[src/rtl/ccdseq_pkg.sv]
package ccdseq_pkg;
  typedef enum logic [2:0] {
    ST_IDLE   = 3'd0,
    ST_INTEG  = 3'd1,
    ST_VXFER  = 3'd2,
    ST_SETUP  = 3'd3,
    ST_HSHIFT = 3'd4
  } seq_state_e;
endpackage

[src/rtl/ccdseq_fsm.sv]
module ccdseq_fsm
  import ccdseq_pkg::*;
#(
  parameter int INT_W      = 24,
  parameter int V_W        = 200,
  parameter int HS_W       = 100,
  parameter int PIX_W      = 26,
  parameter int LINES      = 520,
  parameter int PIXELS     = 796,
  parameter int PIX_IDX_W  = 10,
  parameter int LINE_IDX_W = 10
) (
  input  logic                  clk,
  input  logic                  rst_n,
  input  logic                  start,
  input  logic [INT_W-1:0]      int_len,
  output seq_state_e            state_o,
  output logic [INT_W-1:0]      tcnt_o,
  output logic [1:0]            slot_o,
  output logic [PIX_IDX_W-1:0]  pix_o,
  output logic [LINE_IDX_W-1:0] line_o
);
  localparam logic [INT_W-1:0]      V_LAST    = INT_W'(V_W - 1);
  localparam logic [INT_W-1:0]      HS_LAST   = INT_W'(HS_W - 1);
  localparam logic [INT_W-1:0]      PIX_LAST  = INT_W'(PIX_W - 1);
  localparam logic [PIX_IDX_W-1:0]  PIX_END   = PIX_IDX_W'(PIXELS);
  localparam logic [LINE_IDX_W-1:0] LINE_LAST = LINE_IDX_W'(LINES - 1);

  seq_state_e            state_q, state_d;
  logic [INT_W-1:0]      tcnt_q, tcnt_d;
  logic [1:0]            slot_q, slot_d;
  logic [PIX_IDX_W-1:0]  pix_q, pix_d;
  logic [LINE_IDX_W-1:0] line_q, line_d;
  logic                  run_en;
  logic                  int_done;

  assign int_done = ({1'b0, tcnt_q} + (INT_W+1)'(1)) >= {1'b0, int_len};
  assign run_en   = (state_q != ST_IDLE) || start;

  always_comb begin
    state_d = state_q;
    tcnt_d  = tcnt_q + INT_W'(1);
    slot_d  = slot_q;
    pix_d   = pix_q;
    line_d  = line_q;
    case (state_q)
      ST_IDLE: begin
        tcnt_d = '0;
        if (start) state_d = ST_INTEG;
      end
      ST_INTEG: begin
        if (int_done) begin
          state_d = ST_VXFER;
          tcnt_d  = '0;
          slot_d  = '0;
          line_d  = '0;
        end
      end
      ST_VXFER: begin
        if (tcnt_q == V_LAST) begin
          tcnt_d = '0;
          if (slot_q == 2'd2) state_d = ST_SETUP;
          else                slot_d  = slot_q + 2'd1;
        end
      end
      ST_SETUP: begin
        if (tcnt_q == HS_LAST) begin
          state_d = ST_HSHIFT;
          tcnt_d  = '0;
          pix_d   = '0;
        end
      end
      ST_HSHIFT: begin
        if (tcnt_q == PIX_LAST) begin
          tcnt_d = '0;
          if (pix_q == PIX_END) begin
            pix_d = '0;
            if (line_q == LINE_LAST) begin
              state_d = ST_IDLE;
            end else begin
              line_d  = line_q + LINE_IDX_W'(1);
              slot_d  = '0;
              state_d = ST_VXFER;
            end
          end else begin
            pix_d = pix_q + PIX_IDX_W'(1);
          end
        end
      end
      default: state_d = ST_IDLE;
    endcase
  end

  always_ff @(posedge clk or negedge rst_n) begin
    if (!rst_n) begin
      state_q <= ST_IDLE;
      tcnt_q  <= '0;
      slot_q  <= '0;
      pix_q   <= '0;
      line_q  <= '0;
    end else if (run_en) begin
      state_q <= state_d;
      tcnt_q  <= tcnt_d;
      slot_q  <= slot_d;
      pix_q   <= pix_d;
      line_q  <= line_d;
    end
  end

  assign state_o = state_q;
  assign tcnt_o  = tcnt_q;
  assign slot_o  = slot_q;
  assign pix_o   = pix_q;
  assign line_o  = line_q;

  assert_no_restart_R3: assert property (@(posedge clk) disable iff (!rst_n)
    (state_q != ST_IDLE && state_q != ST_INTEG) |=> (state_q != ST_INTEG));

  assert_pix_range_R6: assert property (@(posedge clk) disable iff (!rst_n)
    (state_q == ST_HSHIFT) |-> (pix_q <= PIX_END));

  assert_line_range_R9: assert property (@(posedge clk) disable iff (!rst_n)
    (state_q != ST_IDLE) |-> (line_q <= LINE_LAST));
endmodule

[src/rtl/ccdseq_wave.sv]
module ccdseq_wave
  import ccdseq_pkg::*;
#(
  parameter int INT_W      = 24,
  parameter int PIX_W      = 26,
  parameter int RST_W      = 2,
  parameter int PIXELS     = 796,
  parameter int PIX_IDX_W  = 10,
  parameter int LINE_IDX_W = 10
) (
  input  logic                  clk,
  input  logic                  rst_n,
  input  seq_state_e            state,
  input  logic [INT_W-1:0]      tcnt,
  input  logic [1:0]            slot,
  input  logic [PIX_IDX_W-1:0]  pix,
  input  logic [LINE_IDX_W-1:0] line,
  output logic                  busy,
  output logic                  v1,
  output logic                  v2,
  output logic                  h1,
  output logic                  h2,
  output logic                  rst_gate,
  output logic                  smp_strobe,
  output logic [PIX_IDX_W-1:0]  smp_pix,
  output logic [LINE_IDX_W-1:0] smp_line
);
  localparam logic [INT_W-1:0]     HALF_C  = INT_W'(PIX_W / 2);
  localparam logic [INT_W-1:0]     RST_END = INT_W'(PIX_W / 2 + RST_W);
  localparam logic [PIX_IDX_W-1:0] PIX_END = PIX_IDX_W'(PIXELS);

  logic in_h;

  always_comb begin
    in_h       = (state == ST_HSHIFT);
    busy       = (state != ST_IDLE);
    v1         = (state == ST_VXFER) && (slot == 2'd0);
    v2         = (state == ST_VXFER) && (slot != 2'd0);
    h2         = in_h && (tcnt < HALF_C);
    h1         = !h2;
    rst_gate   = in_h && (tcnt >= HALF_C) && (tcnt < RST_END);
    smp_strobe = in_h && (pix < PIX_END) && (tcnt == RST_END);
    smp_pix    = pix + PIX_IDX_W'(1);
    smp_line   = line + LINE_IDX_W'(1);
  end

  assert_idle_quiet_R1: assert property (@(posedge clk) disable iff (!rst_n)
    !busy |-> (!v1 && !v2 && h1 && !h2 && !rst_gate && !smp_strobe));

  assert_v2_fall_h1_R4: assert property (@(posedge clk) disable iff (!rst_n)
    $fell(v2) |-> (h1 && !h2 && !v1));

  assert_rst_on_h2fall_R7: assert property (@(posedge clk) disable iff (!rst_n)
    $rose(rst_gate) |-> $fell(h2));

  assert_strobe_after_rst_R8: assert property (@(posedge clk) disable iff (!rst_n)
    smp_strobe |-> ($past(rst_gate) && !rst_gate));

  assert_strobe_single_R8: assert property (@(posedge clk) disable iff (!rst_n)
    smp_strobe |=> !smp_strobe);
endmodule

[src/rtl/ccd_readout_seq.sv]
module ccd_readout_seq
  import ccdseq_pkg::*;
#(
  parameter int CLK_NS      = 10,
  parameter int INT_W       = 24,
  parameter int V_W         = 200,
  parameter int HS_W        = 100,
  parameter int PIX_W       = 26,
  parameter int RST_W       = 2,
  parameter int LINES       = 520,
  parameter int PIXELS      = 796,
  localparam int PIX_IDX_W  = $clog2(PIXELS + 1),
  localparam int LINE_IDX_W = $clog2(LINES + 1)
) (
  input  logic                  clk,
  input  logic                  rst_n,
  input  logic                  frame_start,
  input  logic [INT_W-1:0]      int_len,
  output logic                  busy,
  output logic                  v1,
  output logic                  v2,
  output logic                  h1,
  output logic                  h2,
  output logic                  rst_gate,
  output logic                  smp_strobe,
  output logic [PIX_IDX_W-1:0]  smp_pix,
  output logic [LINE_IDX_W-1:0] smp_line
);
  initial begin
    assert_v_width_min: assert (V_W * CLK_NS >= 1500)
      else $error("vertical phase width below 1.5 us");
    assert_setup_min: assert (HS_W * CLK_NS >= 500)
      else $error("horizontal setup below 0.5 us");
    assert_pix_min: assert (PIX_W * CLK_NS >= 100 && PIX_W % 2 == 0)
      else $error("pixel period below 100 ns or odd");
    assert_rst_fit: assert (RST_W * CLK_NS >= 10 && RST_W >= 1 && RST_W < PIX_W / 2)
      else $error("reset pulse too short or does not fit half a pixel");
  end

  logic rst_meta_q, rst_sync_q;

  always_ff @(posedge clk or negedge rst_n) begin
    if (!rst_n) begin
      rst_meta_q <= 1'b0;
      rst_sync_q <= 1'b0;
    end else begin
      rst_meta_q <= 1'b1;
      rst_sync_q <= rst_meta_q;
    end
  end

  seq_state_e            st;
  logic [INT_W-1:0]      tcnt;
  logic [1:0]            slot;
  logic [PIX_IDX_W-1:0]  pix;
  logic [LINE_IDX_W-1:0] line;

  ccdseq_fsm #(
    .INT_W(INT_W), .V_W(V_W), .HS_W(HS_W), .PIX_W(PIX_W),
    .LINES(LINES), .PIXELS(PIXELS),
    .PIX_IDX_W(PIX_IDX_W), .LINE_IDX_W(LINE_IDX_W)
  ) u_fsm (
    .clk(clk), .rst_n(rst_sync_q), .start(frame_start), .int_len(int_len),
    .state_o(st), .tcnt_o(tcnt), .slot_o(slot), .pix_o(pix), .line_o(line)
  );

  ccdseq_wave #(
    .INT_W(INT_W), .PIX_W(PIX_W), .RST_W(RST_W), .PIXELS(PIXELS),
    .PIX_IDX_W(PIX_IDX_W), .LINE_IDX_W(LINE_IDX_W)
  ) u_wave (
    .clk(clk), .rst_n(rst_sync_q), .state(st), .tcnt(tcnt), .slot(slot),
    .pix(pix), .line(line),
    .busy(busy), .v1(v1), .v2(v2), .h1(h1), .h2(h2), .rst_gate(rst_gate),
    .smp_strobe(smp_strobe), .smp_pix(smp_pix), .smp_line(smp_line)
  );
endmodule

[config.mk]
export PLATFORM = sky130hd
export DESIGN_NAME = ccd_readout_seq
export DESIGN_NICKNAME = d
export VERILOG_FILES = /design/src/rtl/ccdseq_pkg.sv /design/src/rtl/ccdseq_fsm.sv /design/src/rtl/ccdseq_wave.sv /design/src/rtl/ccd_readout_seq.sv
export SDC_FILE = /design/constraint.sdc
export NUM_CORES = 1
export LEC_CHECK = 0
export ABC_AREA = 1
export BUFFER_PORTS_ARGS = -buffer_cell sky130_fd_sc_hd__buf_2
export CAP_MARGIN = 5
export CORE_UTILIZATION = 55
export CTS_CLUSTER_SIZE = 20
export DETAILED_ROUTE_END_ITERATION = 8
export PLACE_DENSITY = 0.74
export SYNTH_ARGS = -nofsm -noshare
export SYNTH_HDL_FRONTEND = slang
export SYNTH_SLANG_ARGS = --single-unit
export TNS_END_PERCENT = 30
[constraint.sdc]
create_clock -name clk -period 2.75 [get_ports clk]
set_clock_uncertainty 0.1 [all_clocks]
set_input_delay 0.55 -clock clk [delete_from_list [all_inputs] [get_ports clk]]
set_output_delay 0.55 -clock clk [all_outputs]
set_load 0.01 [all_outputs]
==> flow_summary_export.csv, run 1 <==
group,metric,value,unit
status,outcome,"complete, but fails checks",
status,violations,"setup timing",
setup_path,cp_max_fo,17,
cells_and_area,drive_gt1_share,25.4,%
setup_path,path_class,"reg -> reg",
floorplan,die_area,8080,µm²
synth,synth_cell_types,33,
setup_path,cp_num_buf_inv,4,
power_and_ir_drop,power,2.45,mW
route,drt_iter0_drc,178,
setup_path,startpoint_type,"flip-flop",
setup_path,crit_slowest_cell,"dfrtp_1",
route,ant_nets,0,
floorplan,initial_core_util,57.7,%
setup_path,r2r_end,"u_fsm.tcnt_o[11]$_DFFE_PN0N_",
grt,met2_usage,46.0,%
cells_and_area,final_common_cell,"nand2_1",
synth,synth_edf_count,0,
grt,gr-usage-all-layers,26.7,%
sta,finalCritPeriodShare,108,%
route,wl,10600,µm
setup_path,cpPeakStageDelay,0.42,ns
synth,synth_seq_cells,51,
sta,timing.final.ws_setup,-0.226,ns
setup_path,crit_chain,"nand2_1, inv_1, buf_4, nand3_1, nor2_1, nand4_1, xor2_1, inv_1, ha_1, nand2_1, nor2_1, nand2_1, nor2_2, nand2_1, nand3_2, nor2_4, nand3_4, nand2_4, buf_12, nand3_1, nand2_1",
setup_path,crit_top_cell,"nand2_1",
grt,grtUsageMet1,34.8,%
cells_and_area,final_cell_mix,"181 x nand2_1, 107 x inv_1, 61 x buf_4",
place,place_inst,823,
synth,ys_top_cells_by_area,"dfrtp_1 30%, nand2_1 17%, inv_1 9.4%",
clock_tree,cts.sinks,51,
floorplan,die_h,89.9,µm
synth,ys.flop_type,"dfrtp_1",
synth,synth_warnings,0,
cells_and_area,nets,794,
grt,met3_usage,3.89,%
grt,grt_max_degree,28,
route,vias_per_cell,5.14,
setup_path,r2r_cells,21,
synth,synth.top_cell.area_share,30.0,%
clock_tree,clk_pin_slew,0.10,ns
cells_and_area,instances_no_fill,835,
grt,antenna_found_initial,0,
power_and_ir_drop,peakVddDrop,0.366,mV
setup_path,r2r_start,"u_fsm.tcnt_o[6]$_DFFE_PN0N_",
sta,slew_headroom,56.4,%
place,placed_area,5050,µm²
floorplan,fp-row-count,31,
power_and_ir_drop,p_leak,3.09,nW
power_and_ir_drop,p_per_area,459,nW/µm²
setup_path,rrSetupSlack,-0.23,ns
flow_run,max_cap_violations,0,
route,vias,4291,
place,dpl.hpwl,8070,µm
synth,yosys.area.top_type,"dfrtp_1",
clock_tree,cts_buffer_depth,2,
sta,rsz0062_at_grt,"true",
grt,grt_busiest_layer,"met2",
grt,grt_pass1_wl,17800,µm
worst_hold_path,min-delay-path-class,"reg -> async",
route,drc,0,
synth,syn_nets,682,
sta,drv_slew,0,
setup_path,critPathCaptureType,"flip-flop",
clock_tree,cts_tree,"done",
sta,fmax,0.336,GHz
clock_tree,htree_levels,2,
floorplan,core_area,7370,µm²
synth,yosysSeqAreaShare,30.0,%
setup_path,worstPathRequired,2.85,ns
clock_tree,numCtsBuffers,5,
sta,worstMarginPinSlew,0.653,ns
synth,synthCells,623,
synth,synth_area_per_cell,6.82,µm²
cells_and_area,stdcell_area,5320,µm²
route,wl_per_cell,12.7,µm
grt,grt_pass1_vias,3984,
clock_tree,clk_latency,0.31,ns
setup_path,arrival,3.07,ns
synth,syn-cell-area,4250,µm²
synth,synthArstFlopShare,100,%
setup_path,setup.worst_path.start,"u_fsm.tcnt_o[6]$_DFFE_PN0N_",
clock_tree,root_buffer,"clkbuf_8",
route,firstDrtPassIters,6,
place,pre_cts_slack,-0.263,ns
sta,fin_crit,2.98,ns
cells_and_area,fill_cells,589,
floorplan,io_pins,54,
floorplan,die_x,89.9,µm
sta,finalHoldViolations,0,
setup_path,cp_top_family,"simple AND/OR/NAND/NOR gates",
setup_path,worstSetupEndpoint,"u_fsm.tcnt_o[11]$_DFFE_PN0N_",
place,place.gp.congestion,0.960,
sta,setup_viol,38,
cells_and_area,antenna_cells,0,
place,portBuffers,53,
setup_path,worst-path-stages,21,
grt,overflow,0,
cells_and_area,area_growth,25.3,%
sta,finalSetupTns,-7.51,ns
## where the power goes
group	switching, mW	internal, mW	total, mW
logic	0.707	0.445	1.15
clock network	0.258	0.180	0.439
registers	0.0578	0.797	0.855
## how the worst min path moves through the flow
stage / slack, ns / start / cells past startpoint / end
2_1_floorplan: 0.15 / rst_n / 0 / rst_meta_q$_DFF_PN0_
3_3_place_gp: 0.20 / rst_sync_q$_DFF_PN0_ / 0 / u_fsm.pix_o[3]$_DFFE_PN0P_
3_5_place_dp: 0.20 / rst_sync_q$_DFF_PN0_ / 0 / u_fsm.slot_o[1]$_DFFE_PN0P_
4_1_cts: 0.21 / rst_sync_q$_DFF_PN0_ / 0 / u_fsm.pix_o[3]$_DFFE_PN0P_
5_1_grt: 0.25 / rst_sync_q$_DFF_PN0_ / 0 / u_fsm.slot_o[1]$_DFFE_PN0P_
6_report: 0.21 / rst_sync_q$_DFF_PN0_ / 0 / u_fsm.slot_o[1]$_DFFE_PN0P_
## synthesized netlist by cell type, types with 5 or more instances
cell type,instances
a21oi_1,9
clkbuf_1,5
nand3_2,18
ha_1,32
inv_1,107
nor2_1,67
nand3b_1,5
nor3_1,9
nor2_2,6
nand2_1,190
o21ai_0,10
o21ai_1,10
dfrtp_1,51
nand4_1,11
nand3_1,36
xor2_1,29
## sequential cells by signal, summed over array words and instances, names as in the netlist
signal	count
u_fsm.tcnt_o	24
u_fsm.line_o	10
u_fsm.pix_o	10
u_fsm.state_o	3
u_fsm.slot_o	2
rst_meta_q	1
rst_sync_q	1
## kinds of logic after synthesis
| group | after synthesis | synth area share (%) |
|---|---|---|
| buffers and inverters | 122 | 11.7 |
| other | 1 | 0.0882 |
| AOI/OAI and AO/OA | 33 | 4.15 |
| xor gates and xnor gates | 33 | 6.80 |
| and+or+nand+nor | 351 | 37.8 |
| adders and majority gates | 32 | 9.42 |
| DFF | 51 | 30.0 |
## final cells by class
type / count / area, µm² / area share (%)
multi-input combinational: 450 / 2640 / 49.6
sequential: 51 / 1280 / 24.0
timing repair buffer: 118 / 785 / 14.7
inverter: 109 / 409 / 7.69
tap: 99 / 124 / 2.33
clock buffer: 6 / 72.6 / 1.36
clock inverter: 2 / 13.8 / 0.259
## per-layer routing
layer | part of all wire, % | wire length, µm
met3 | 6.0 | 630
met1 | 44 | 4710
met5 | 0 | 0
met2 | 47 | 4950
met4 | 2.7 | 291
## metrics by stage
step / hold slack, ns / utilization, %
6_report: 0.205 / 72.2
5_1_grt: 0.254 / 72.2
4_1_cts: 0.208 / 70.4
3_5_place_dp: 0.197 / 68.6
3_3_place_gp: 0.201 / 68.6
2_1_floorplan: 0.154 / -
## repair_timing
item                                    4_1_cts  5_1_grt
setup buffers                                 2        1
pin swaps                                     1        3
gates resized for setup                       9       27
hold buffers                                  1        0
endpoints found under the setup margin       39       39
endpoints found under the hold margin         2        0
Power figures use the tool's default switching activity.
==> inputs of run 2 (changes only) <==
--- a/config.mk
+++ b/config.mk
@@ -11,7 +11,7 @@
 export CORE_UTILIZATION = 55
 export CTS_CLUSTER_SIZE = 20
 export DETAILED_ROUTE_END_ITERATION = 8
-export PLACE_DENSITY = 0.74
+export PLACE_DENSITY = 0.82
 export SYNTH_ARGS = -nofsm -noshare
 export SYNTH_HDL_FRONTEND = slang
 export SYNTH_SLANG_ARGS = --single-unit
==> run 2 against run 1 <==
Against the previous run:
- the flow still finishes with violations (setup timing)
- register-to-register slack lost 0.24 ns
- via count grew 5.0%
- total power grew 15%
- combinational power grew 23%
- first-iteration DRC count grew 80%
- highest routed layer unchanged
- sequential share of layout area shrank 1.2 points
==> flow_summary_export.csv, run 2 (same netlist as run 1, synthesis figures left out) <==
group,metric,value,unit
cells_and_area,nets,800,
route,ant_nets,0,
route,drc,0,
cells_and_area,antenna_cells,0,
sta,fmax,0.311,GHz
cells_and_area,fill_cells,505,
cells_and_area,area_growth,31.6,%
floorplan,die_area,8080,µm²
clock_tree,root_buffer,"clkbuf_8",
power_and_ir_drop,p_leak,3.18,nW
place,portBuffers,53,
cells_and_area,largest_reg_flops,24,
place,place.gp.congestion,0.927,
setup_path,startpoint_type,"flip-flop",
setup_path,critPathCaptureType,"flip-flop",
sta,finalSetupTns,-15.68,ns
flow_run,max_cap_violations,0,
grt,grt_pass1_wl,18000,µm
place,dpl.hpwl,7960,µm
cells_and_area,final_cell_mix,"168 x nand2_1, 105 x inv_1, 61 x buf_4",
clock_tree,numCtsBuffers,5,
setup_path,arrival,3.33,ns
route,drt_iter0_drc,320,
grt,overflow,0,
setup_path,cp_max_fo,5,
clock_tree,cts_tree,"done",
worst_hold_path,min-delay-path-class,"reg -> async",
sta,finalHoldViolations,0,
clock_tree,clk_pin_slew,0.10,ns
cells_and_area,drive_gt1_share,29.1,%
place,pre_cts_slack,-0.329,ns
floorplan,die_h,89.9,µm
floorplan,fp-row-count,31,
clock_tree,cts_buffer_depth,2,
power_and_ir_drop,peakVddDrop,0.411,mV
sta,fin_crit,3.21,ns
route,vias,4504,
grt,antenna_found_initial,0,
power_and_ir_drop,power,2.82,mW
floorplan,io_pins,54,
power_and_ir_drop,p_per_area,504,nW/µm²
status,outcome,"complete, but fails checks",
grt,gr-usage-all-layers,27.2,%
status,violations,"setup timing",
floorplan,core_area,7370,µm²
route,vias_per_cell,5.36,
route,wl,12200,µm
grt,grt_max_degree,28,
sta,finalCritPeriodShare,117,%
setup_path,worstPathRequired,2.87,ns
setup_path,path_class,"reg -> reg",
clock_tree,cts.sinks,51,
sta,timing.final.ws_setup,-0.462,ns
cells_and_area,utilization,75.9,%
sta,drv_slew,0,
route,firstDrtPassIters,6,
sta,slew_headroom,60.5,%
floorplan,die_x,89.9,µm
clock_tree,clk_latency,0.32,ns
floorplan,initial_core_util,57.7,%
clock_tree,htree_levels,2,
sta,worstMarginPinSlew,0.591,ns
route,wl_per_cell,14.5,µm
sta,setup_viol,39,
sta,rsz0062_at_grt,"true",
cells_and_area,final_common_cell,"nand2_1",
grt,grt_pass1_vias,4087,
==> run 2: changes by cell type in the layout (fill, tap and decap cells not counted), moves of 4 or more <==
cell	previous run	this run
nor2_4	6	10
nor2_2	12	7
nand2_2	8	20
nand2_1	181	168
==> run 2: final timing paths <==
| check | startpoint | end | slack (ns) | cells past startpoint |
|---|---|---|---|---|
| setup / recovery | u_fsm.tcnt_o[0]$_DFFE_PN0N_ | u_fsm.line_o[2]$_DFFE_PN0P_ | -0.46 | 22 |
| hold / removal | rst_sync_q$_DFF_PN0_ | u_fsm.pix_o[3]$_DFFE_PN0P_ | 0.17 | 0 |
| max in group asynchronous | rst_sync_q$_DFF_PN0_ | u_fsm.tcnt_o[6]$_DFFE_PN0N_ | 1.60 | 1 |
| min in group clk | rst_meta_q$_DFF_PN0_ | rst_sync_q$_DFF_PN0_ | 0.27 | 0 |
| setup reg to reg | u_fsm.tcnt_o[0]$_DFFE_PN0N_ | u_fsm.line_o[2]$_DFFE_PN0P_ | -0.46 | 22 |
| hold reg to reg | rst_sync_q$_DFF_PN0_ | u_fsm.pix_o[3]$_DFFE_PN0P_ | 0.17 | 0 |
==> run 2: worst max-delay path, stage by stage, from the launching register on <==
cell,delay [ns]
dfrtp_1,0.44
ha_4,0.18
nand2_4,0.06
nor2_4,0.11
nand2_4,0.07
nor2_4,0.17
nand3_4,0.10
buf_4,0.15
xor2_1,0.12
inv_1,0.10
ha_4,0.28
nand2_2,0.06
nor2_1,0.15
nand2_2,0.11
nor2_4,0.15
nand2_2,0.07
nand3_2,0.08
nor2_4,0.04
nand3_4,0.14
nand2_4,0.11
clkbuf_16,0.20
nand2_2,0.05
o21ai_1,0.06
==> run 2: layout make-up <==
cell class,instances,area [µm²],share of cell area (%)
sequential,51,1280,22.8
clock buffer,6,72.6,1.30
timing repair buffer,122,857,15.3
tap,99,124,2.21
inverter,109,409,7.31
clock inverter,2,37.5,0.671
multi-input combinational,452,2820,50.3
==> run 2: timing repair <==
item                                   4_1_cts  5_1_grt
hold buffers                                 1        0
buffers inserted                             2        9
pin swaps                                    3       27
gates resized for setup                      8       62
cloned                                       0        4
setup endpoints to repair                   39       39
endpoints found under the hold margin        2        0
==> run 2: routing by layer <==
layer  vias to the layer above  wire length, µm  global-route usage [%]  part of all wire [%]
met2                       227             5980                    46.2                    49
met3                        42              933                    4.40                   7.6
li1                       2161                -                       -                     -
met5                         -                0                       0                     0
met4                         0              394                    10.2                   3.2
met1                      2074             4920                    34.8                    40
==> run 2: stage by stage <==
stage | instances | cell area, µm² | hold slack [ns]
after floorplan | 623 | 4270 | 0.154
after global placement | 817 | 4990 | 0.168
after detailed placement | 817 | 4990 | 0.181
after CTS | 828 | 5160 | 0.189
after global routing | 841 | 5590 | 0.231
final | 841 | 5590 | 0.175
==> run 2: report_power, final <==
part	leakage, nW	switching (mW)	internal (mW)
registers	0.696	0.0540	0.794
logic	2.44	0.887	0.535
clock network	0.0514	0.279	0.272
total	3.18	1.22	1.60
